### src/rtl/rm_pkg.sv
// Package: shared mode encoding and boundary mapping for the rotate-and-mask unit.
// Assumes boundaries are big-endian bit indices of a 64-bit datapath.
package rm_pkg;

    typedef enum logic {
        RM_DWORD = 1'b0,
        RM_WORD  = 1'b1
    } rm_mode_e;

    // Map a boundary to its effective 64-bit index; word mode uses 32 + low 5 bits.
    function automatic logic [5:0] rm_eff_bound(input logic [5:0] b, input logic word);
        return word ? {1'b1, b[4:0]} : b;
    endfunction

endpackage

### src/rtl/rm_spread.sv
// Module: rm_spread
// Builds the rotator input. In word mode the low half of the operand is
// copied into both halves; otherwise the operand passes unchanged.
// Assumes W is even.
module rm_spread #(
    parameter int W = 64
) (
    input  logic [W-1:0] src_i,
    input  logic         word_i,
    output logic [W-1:0] spread_o
);
    localparam int HALF = W / 2;

    // Select between doubled low half and full operand.
    always_comb begin
        spread_o = word_i ? {src_i[HALF-1:0], src_i[HALF-1:0]} : src_i;
    end
endmodule

### src/rtl/rm_rotator.sv
// Module: rm_rotator
// Logarithmic left rotator: stage k rotates by 2**k when amount bit k is set.
// Assumes W is a power of two and CW = log2(W), so the amount wraps modulo W.
module rm_rotator #(
    parameter int W  = 64,
    parameter int CW = $clog2(W)
) (
    input  logic [W-1:0]  din_i,
    input  logic [CW-1:0] amt_i,
    output logic [W-1:0]  dout_o
);
    logic [W-1:0] stage [CW+1];

    // Feed stage 0 with the unrotated input.
    always_comb stage[0] = din_i;

    for (genvar k = 0; k < CW; k++) begin : g_stage
        localparam int SH = 1 << k;
        // Rotate by this stage's power of two when its amount bit is set.
        always_comb begin
            stage[k+1] = amt_i[k] ? {stage[k][W-1-SH:0], stage[k][W-1:W-SH]}
                                  : stage[k];
        end
    end

    // Last stage is the rotator output.
    always_comb dout_o = stage[CW];
endmodule

### src/rtl/rm_maskgen.sv
// Module: rm_maskgen
// Generates a big-endian mask of ones from start to stop, wrapping past the
// last bit when start > stop. STYLE 0 uses two shifted ones vectors combined by
// AND/OR; STYLE 1 uses a per-bit range compare. Both give the same result.
// Assumes W = 2**CW.
module rm_maskgen #(
    parameter int W     = 64,
    parameter int CW    = $clog2(W),
    parameter int STYLE = 0
) (
    input  logic [CW-1:0] start_i,
    input  logic [CW-1:0] stop_i,
    output logic [W-1:0]  mask_o
);
    logic wrap;

    // Wrap when start lies past stop.
    always_comb wrap = (start_i > stop_i);

    if (STYLE == 0) begin : g_shift
        logic [W-1:0] from_start;
        logic [W-1:0] to_stop;
        // Ones at big-endian index >= start, and ones at index <= stop.
        always_comb begin
            from_start = {W{1'b1}} >> start_i;
            to_stop    = ~(({W{1'b1}} >> stop_i) >> 1);
        end
        // Intersection for a plain run, union for a wrapped run.
        always_comb mask_o = wrap ? (from_start | to_stop) : (from_start & to_stop);
    end else begin : g_compare
        for (genvar i = 0; i < W; i++) begin : g_bit
            logic ge_s, le_e;
            // Compare this big-endian index against both boundaries.
            always_comb begin
                ge_s = (CW'(i) >= start_i);
                le_e = (CW'(i) <= stop_i);
                mask_o[W-1-i] = wrap ? (ge_s | le_e) : (ge_s & le_e);
            end
        end
    end
endmodule

### src/rtl/rot_mask_unit.sv
// Module: rot_mask_unit
// Top of the rotate-and-mask datapath: spreads the operand (word mode),
// rotates it left, builds the mask from the effective boundaries and ANDs.
// Purely combinational; no clock or reset is needed.
module rot_mask_unit
    import rm_pkg::*;
#(
    parameter int W          = 64,
    parameter int MASK_STYLE = 0,
    localparam int CW        = $clog2(W)
) (
    input  logic [W-1:0]  src_i,
    input  logic [CW-1:0] amt_i,
    input  logic          word_mode_i,
    input  logic [CW-1:0] mb_i,
    input  logic [CW-1:0] me_i,
    output logic [W-1:0]  rot_o,
    output logic [W-1:0]  mask_o,
    output logic [W-1:0]  res_o
);
    rm_mode_e      mode;
    logic [W-1:0]  spread;
    logic [CW-1:0] mb_eff, me_eff;

    // Decode the mode select and map the boundaries for the chosen mode.
    always_comb begin
        mode   = rm_mode_e'(word_mode_i);
        mb_eff = rm_eff_bound(mb_i, mode == RM_WORD);
        me_eff = rm_eff_bound(me_i, mode == RM_WORD);
    end

    rm_spread #(.W(W)) u_spread (
        .src_i    (src_i),
        .word_i   (mode == RM_WORD),
        .spread_o (spread)
    );

    rm_rotator #(.W(W), .CW(CW)) u_rot (
        .din_i  (spread),
        .amt_i  (amt_i),
        .dout_o (rot_o)
    );

    rm_maskgen #(.W(W), .CW(CW), .STYLE(MASK_STYLE)) u_mask (
        .start_i (mb_eff),
        .stop_i  (me_eff),
        .mask_o  (mask_o)
    );

    // Apply the mask to the rotated value.
    always_comb res_o = rot_o & mask_o;
endmodule

### config.mk
export PLATFORM = sky130hd
export DESIGN_NAME = rot_mask_unit
export DESIGN_NICKNAME = d
export VERILOG_FILES = /design/src/rtl/rm_pkg.sv /design/src/rtl/rm_spread.sv /design/src/rtl/rm_rotator.sv /design/src/rtl/rm_maskgen.sv /design/src/rtl/rot_mask_unit.sv
export SDC_FILE = /design/constraint.sdc
export NUM_CORES = 1
export LEC_CHECK = 0
export BUFFER_PORTS_ARGS = -buffer_cell sky130_fd_sc_hd__buf_2
export CAP_MARGIN = 0
export CORE_UTILIZATION = 44
export DETAILED_ROUTE_END_ITERATION = 8
export GPL_TIMING_DRIVEN = 0
export PLACE_DENSITY = 0.72
export SETUP_SLACK_MARGIN = 0.5
export SKIP_LAST_GASP = 1
export SYNTH_ARGS = -nofsm -noshare
export SYNTH_HDL_FRONTEND = slang
export SYNTH_HIERARCHICAL = 1
export SYNTH_SLANG_ARGS = --single-unit
### constraint.sdc
create_clock -name vclk -period 3.15
set_input_delay 0.315 -clock vclk [all_inputs]
set_output_delay 0.315 -clock vclk [all_outputs]
set_load 0.02 [all_outputs]
Yosys cells after proc, flatten, opt, wreduce, memory -nomap -nowiden

Cells that the tools add are included.

Bits of input ports: 83
Flip-flop bits (word level): 0
Logic and storage cells: 17

$lt $le $gt $ge: 1
Bitwise operators: 4
Shift operators: 2
Multiplexer cells: 10

Operator list:

| operator                | count |
|---|---|
| $mux W64                | 8 |
| $and A64 B64 Y64        | 2 |
| $shr A64 B6 Y64 const A | 2 |
| $not A63 Y64            | 1 |
| $or A64 B64 Y64         | 1 |
| $mux W6                 | 2 |
| $gt A6 B6 Y1            | 1 |

Longest topological paths before layout

Depth after elaboration: 8
Gate-level depth with buffers: 13

By module

The synthesis kept the hierarchy.

By module, submodules not included:

| module        | seq. area each (um^2) | cells an instance | instances | area an instance (um^2) |
|---|---|---|---|---|
| rm_rotator    | 0.0                   | 234               | 1         | 4609.4 |
| rm_maskgen    | 0.0                   | 290               | 1         | 1808.0 |
| rm_spread     | 0.0                   | 68                | 1         | 784.5 |
| rot_mask_unit | 0.0                   | 66                | 1         | 412.9 |

Worst setup path after synthesis

No wires, ideal clock.

Path type: in2out
Start: in word_mode_i
End: out res_o[27]
Path buffers: 3
Data required time: 2835 ps
Setup slack: -164 ps
Cell stages on the path: 12
Arrival: 2999 ps
Cell sequence: or2_1 -> buf_2 -> inv_1 -> clkbuf_1 -> ha_1 -> and4_1 -> and3_4 -> a31oi_4 -> buf_2 -> nor2_1 -> o31ai_1 -> and2_1

Elaborated cells on any way between the ends: 17
Classes of those cells: 1 x order compare; 2 x shift; 10 x mux; 4 x bitwise

RTL lines:

| element                                             | RTL line            | source |
|---|---|---|
| start, declared                                     | rot_mask_unit.sv:14 | `input logic word_mode_i,` |
| $mux W6                                             | rm_pkg.sv:12        | `return word ? {1'b1, b[4:0]} : b;` |
| $shr A64 B6 Y64                                     | rm_maskgen.sv:26    | `to_stop = ~(({W{1'b1}} >> stop_i) >> 1);` |
| $not A63 Y64                                        | rm_maskgen.sv:26    |  |
| $and A64 B64 Y64 or $or A64 B64 Y64 (tied branches) | rm_maskgen.sv:29    | `always_comb mask_o = wrap ? (from_start \| to_stop) : (from_start & to_stop);` |
| $mux W64 *                                          | rm_maskgen.sv:29    |  |
| via mask_o[27]                                      | rot_mask_unit.sv:18 | `output logic [W-1:0] mask_o,` |
| $and A64 B64 Y64 *                                  | rot_mask_unit.sv:51 | `always_comb res_o = rot_o & mask_o;` |
| end, declared                                       | rot_mask_unit.sv:19 | `output logic [W-1:0] res_o` |

The timed path passes the listed nets; every way through them passes the cells marked *.

Worst setup path after layout

Start: in word_mode_i
End: out res_o[10]

Cells in the longest elaborated chain, start to end: 8
Elaborated cells on any way between the ends: 17
Classes of those cells: 1 x order compare; 2 x shift; 10 x mux; 4 x bitwise

RTL lines:

| element               | RTL line            | source |
|---|---|---|
| $mux W64              | rm_spread.sv:16     | `spread_o = word_i ? {src_i[HALF-1:0], src_i[HALF-1:0]} : src_i;` |
| via spread[54]        | rot_mask_unit.sv:22 | `logic [W-1:0] spread;` |
| $mux W64 (6 in a row) | rm_rotator.sv:21    | `stage[k+1] = amt_i[k] ? {stage[k][W-1-SH:0], stage[k][W-1:W-SH]}` |
| $and A64 B64 Y64      | rot_mask_unit.sv:51 |  |

The timed path passes the listed nets, and every way through them passes these cells.

==> results.yml <==
grt:
  grt_usage_pct: 40.92
  grt_pass1_wl_mm: 54.33
  grt_overflow: 0
  first_global_vias: 8465
  grt_antenna_before_repair: 3
  grt_max_degree: 11
cells_and_area:
  area_delta_synth_final_pct: 57.00
  clock_buffers: 0
  final_common_cell: "buf_6"
  seq_area_um2: 0
  stdcell_count: 1231
  final_util_pct: 71.33
  layout_common_cells: "buf_6, mux4_2, buf_2"
  n_fill_cell: 1101
  design.seq.count: 0
  diodes: 0
  layout-drive-gt1-share_pct: 78.44
  final_nets: 1102
floorplanning:
  dieArea_mm2: 0.01784
  fp.coreArea_mm2: 0.01676
  die_h_um: 133.6
  dieWidth_um: 133.6
  rows: 47
  io_pins: 275
  initial_core_util_pct: 45.43
logic_synthesis:
  yosys.cell_types.count: 42
  ys_seq_area_share_pct: 0
  syn_area_mm2: 0.007615
  synth_compound_area_share_pct: 6.523
  synthXorXnorAreaFrac_pct: 0
  avgSynthCellArea_um2: 11.57
  synth_nets: 747
  netlist_instances: 658
  synth_top_family_by_area: "multiplexers"
  synth_adder_area_share_pct: 8.676
  synth.area.mux_share_pct: 63.14
  yosys_warnings: 6
  synthSimpleGateAreaFrac_pct: 11.47
placement:
  io_buffers: 268
  dp_hpwl_mm: 29.09
  place_congestion: 1.065
  dp.cells: 1146
route:
  drcViolationCount: 0
  drt-pass1-iter-count: 6
  vias_per_cell: 7.473
  wl_per_cell_um: 32.52
  wl_mm: 40.03
  drt-initial-drc-count: 1610
  ant_nets: 0
  num_vias: 9199
setup_path:
  critPathArrivalTime_ps: 3180
  critPathKind: "in -> out"
  path_max_fanout: 7
  cp.required_ps: 2830
  worstSetupEndpointType: "output port"
  startpoint_type: "primary input"
sta:
  setup_ws_ps: -344.6
  worst_slew_pin_slew_ps: 1271
  max_freq_ghz: 0.2862
  finalCritPeriodShare_pct: 110.9
  rsz0062_at_grt: "yes"
  setup_tns_ps: -25010
  hold_violations: 0
  setup_violations: 128
  period_minus_slack_ps: 3495
  worst_slew_margin_rel_pct: 15.29
  slew_violations: 0
pwr:
  p_leak_nw: 4.894
  power.total_mw: 4.749
  ir_worst_vdd_uv: 261.2
  pwr_density_cell_mw_per_mm2: 397.2
clocking:
  cts_hold_buf: 0
outcome:
  violations: "setup timing"
  status: "complete, but fails checks"
worst_hold_path:
  min_path_cells: 4
  hold_path_class: "in -> out"
job:
  cap_violations: 0
-- cell type report --
class / instances / area [µm²] / area share, %
Buffer: 107 / 859.6 / 7.190
Inverter: 10 / 47.55 / 0.3977
Multi-Input combinational cell: 541 / 7167 / 59.95
Tap cell: 220 / 275.3 / 2.302
Timing Repair Buffer: 353 / 3606 / 30.16
-- worst max-delay path, stage by stage --
cell	delay, ps
buf_8	100
buf_12	140
buf_12	140
mux2_4	330
mux4_2	620
mux4_2	560
mux4_2	620
and2_4	210
buf_6	120
-- layer usage --
layer,vias to the layer above,wire length [µm],track usage (%)
met2,1146,17950,67.48
met5,-,45,0
met1,4289,11690,46.90
met3,387,5821,9.627
met4,4,4514,29.10
li1,3373,-,-
-- final timing paths --
kind         end        start  slack (ps)
min   mask_o[44]      me_i[4]        1200
max    res_o[10]  word_mode_i        -340
-- repair_timing --
| action | 4_1_cts | 5_1_grt |
|---|---|---|
| endpoints found under the hold margin | 0 | 0 |
| resized for setup | 318 | 225 |
| endpoints found under the setup margin | 192 | 192 |
| pin swaps | 73 | 89 |
| buffers inserted | 27 | 50 |
| cloned | 6 | 2 |
-- synthesized netlist by cell type, drive strengths merged --
master	n	area, µm²
or2	8	50.04
nor3	7	35.03
a21oi	30	150.1
and2	70	437.9
ha	6	75.07
o211ai	1	7.510
clkinv	1	3.750
and4	1	8.760
nand4	1	6.260
nand2b	1	6.260
a221oi	1	15.01
inv	9	33.78
mux4	192	4335
maj3	55	585.6
a21o	3	22.52
buf	74	614.4
o31ai	1	7.510
mux2	32	473.0
and2b	1	7.510
nor2b	2	12.51
a31oi	3	33.78
o21bai	2	15.01
and3	3	23.77
or3	2	12.51
nand3	4	20.02
nand2	34	130.1
nor4	1	6.260
clkbuf	33	123.9
o21ai	49	245.2
nor2	31	116.4
-- where the power goes --
part           leakage, nW  switching [mW]  internal [mW]
combinational         4.89            2.34           2.41
sequential               0               0              0
clock                    0               0              0
total                 4.89            2.34           2.41
-- stage by stage --
stage,hold WS [ps],instance area [µm²],worst slack [ps]
after global routing,1233,11960,-342.4
after global placement,1230,9465,-248.1
final,1201,11960,-344.6
after CTS,1173,10800,-185.6
after floorplan,918.8,7849,192.3
after detailed placement,1196,9465,-253.6
-- kinds of logic (layout without fill, tap and decap cells) --
kind of cell / count (synthesis) / count (layout)
buffers and inverters: 117 / 470
AOI/OAI and AO/OA: 90 / 90
and+or+nand+nor: 166 / 166
adders and majority gates: 61 / 61
muxes: 224 / 224
Note: power is estimated with default switching activity, not from simulation.
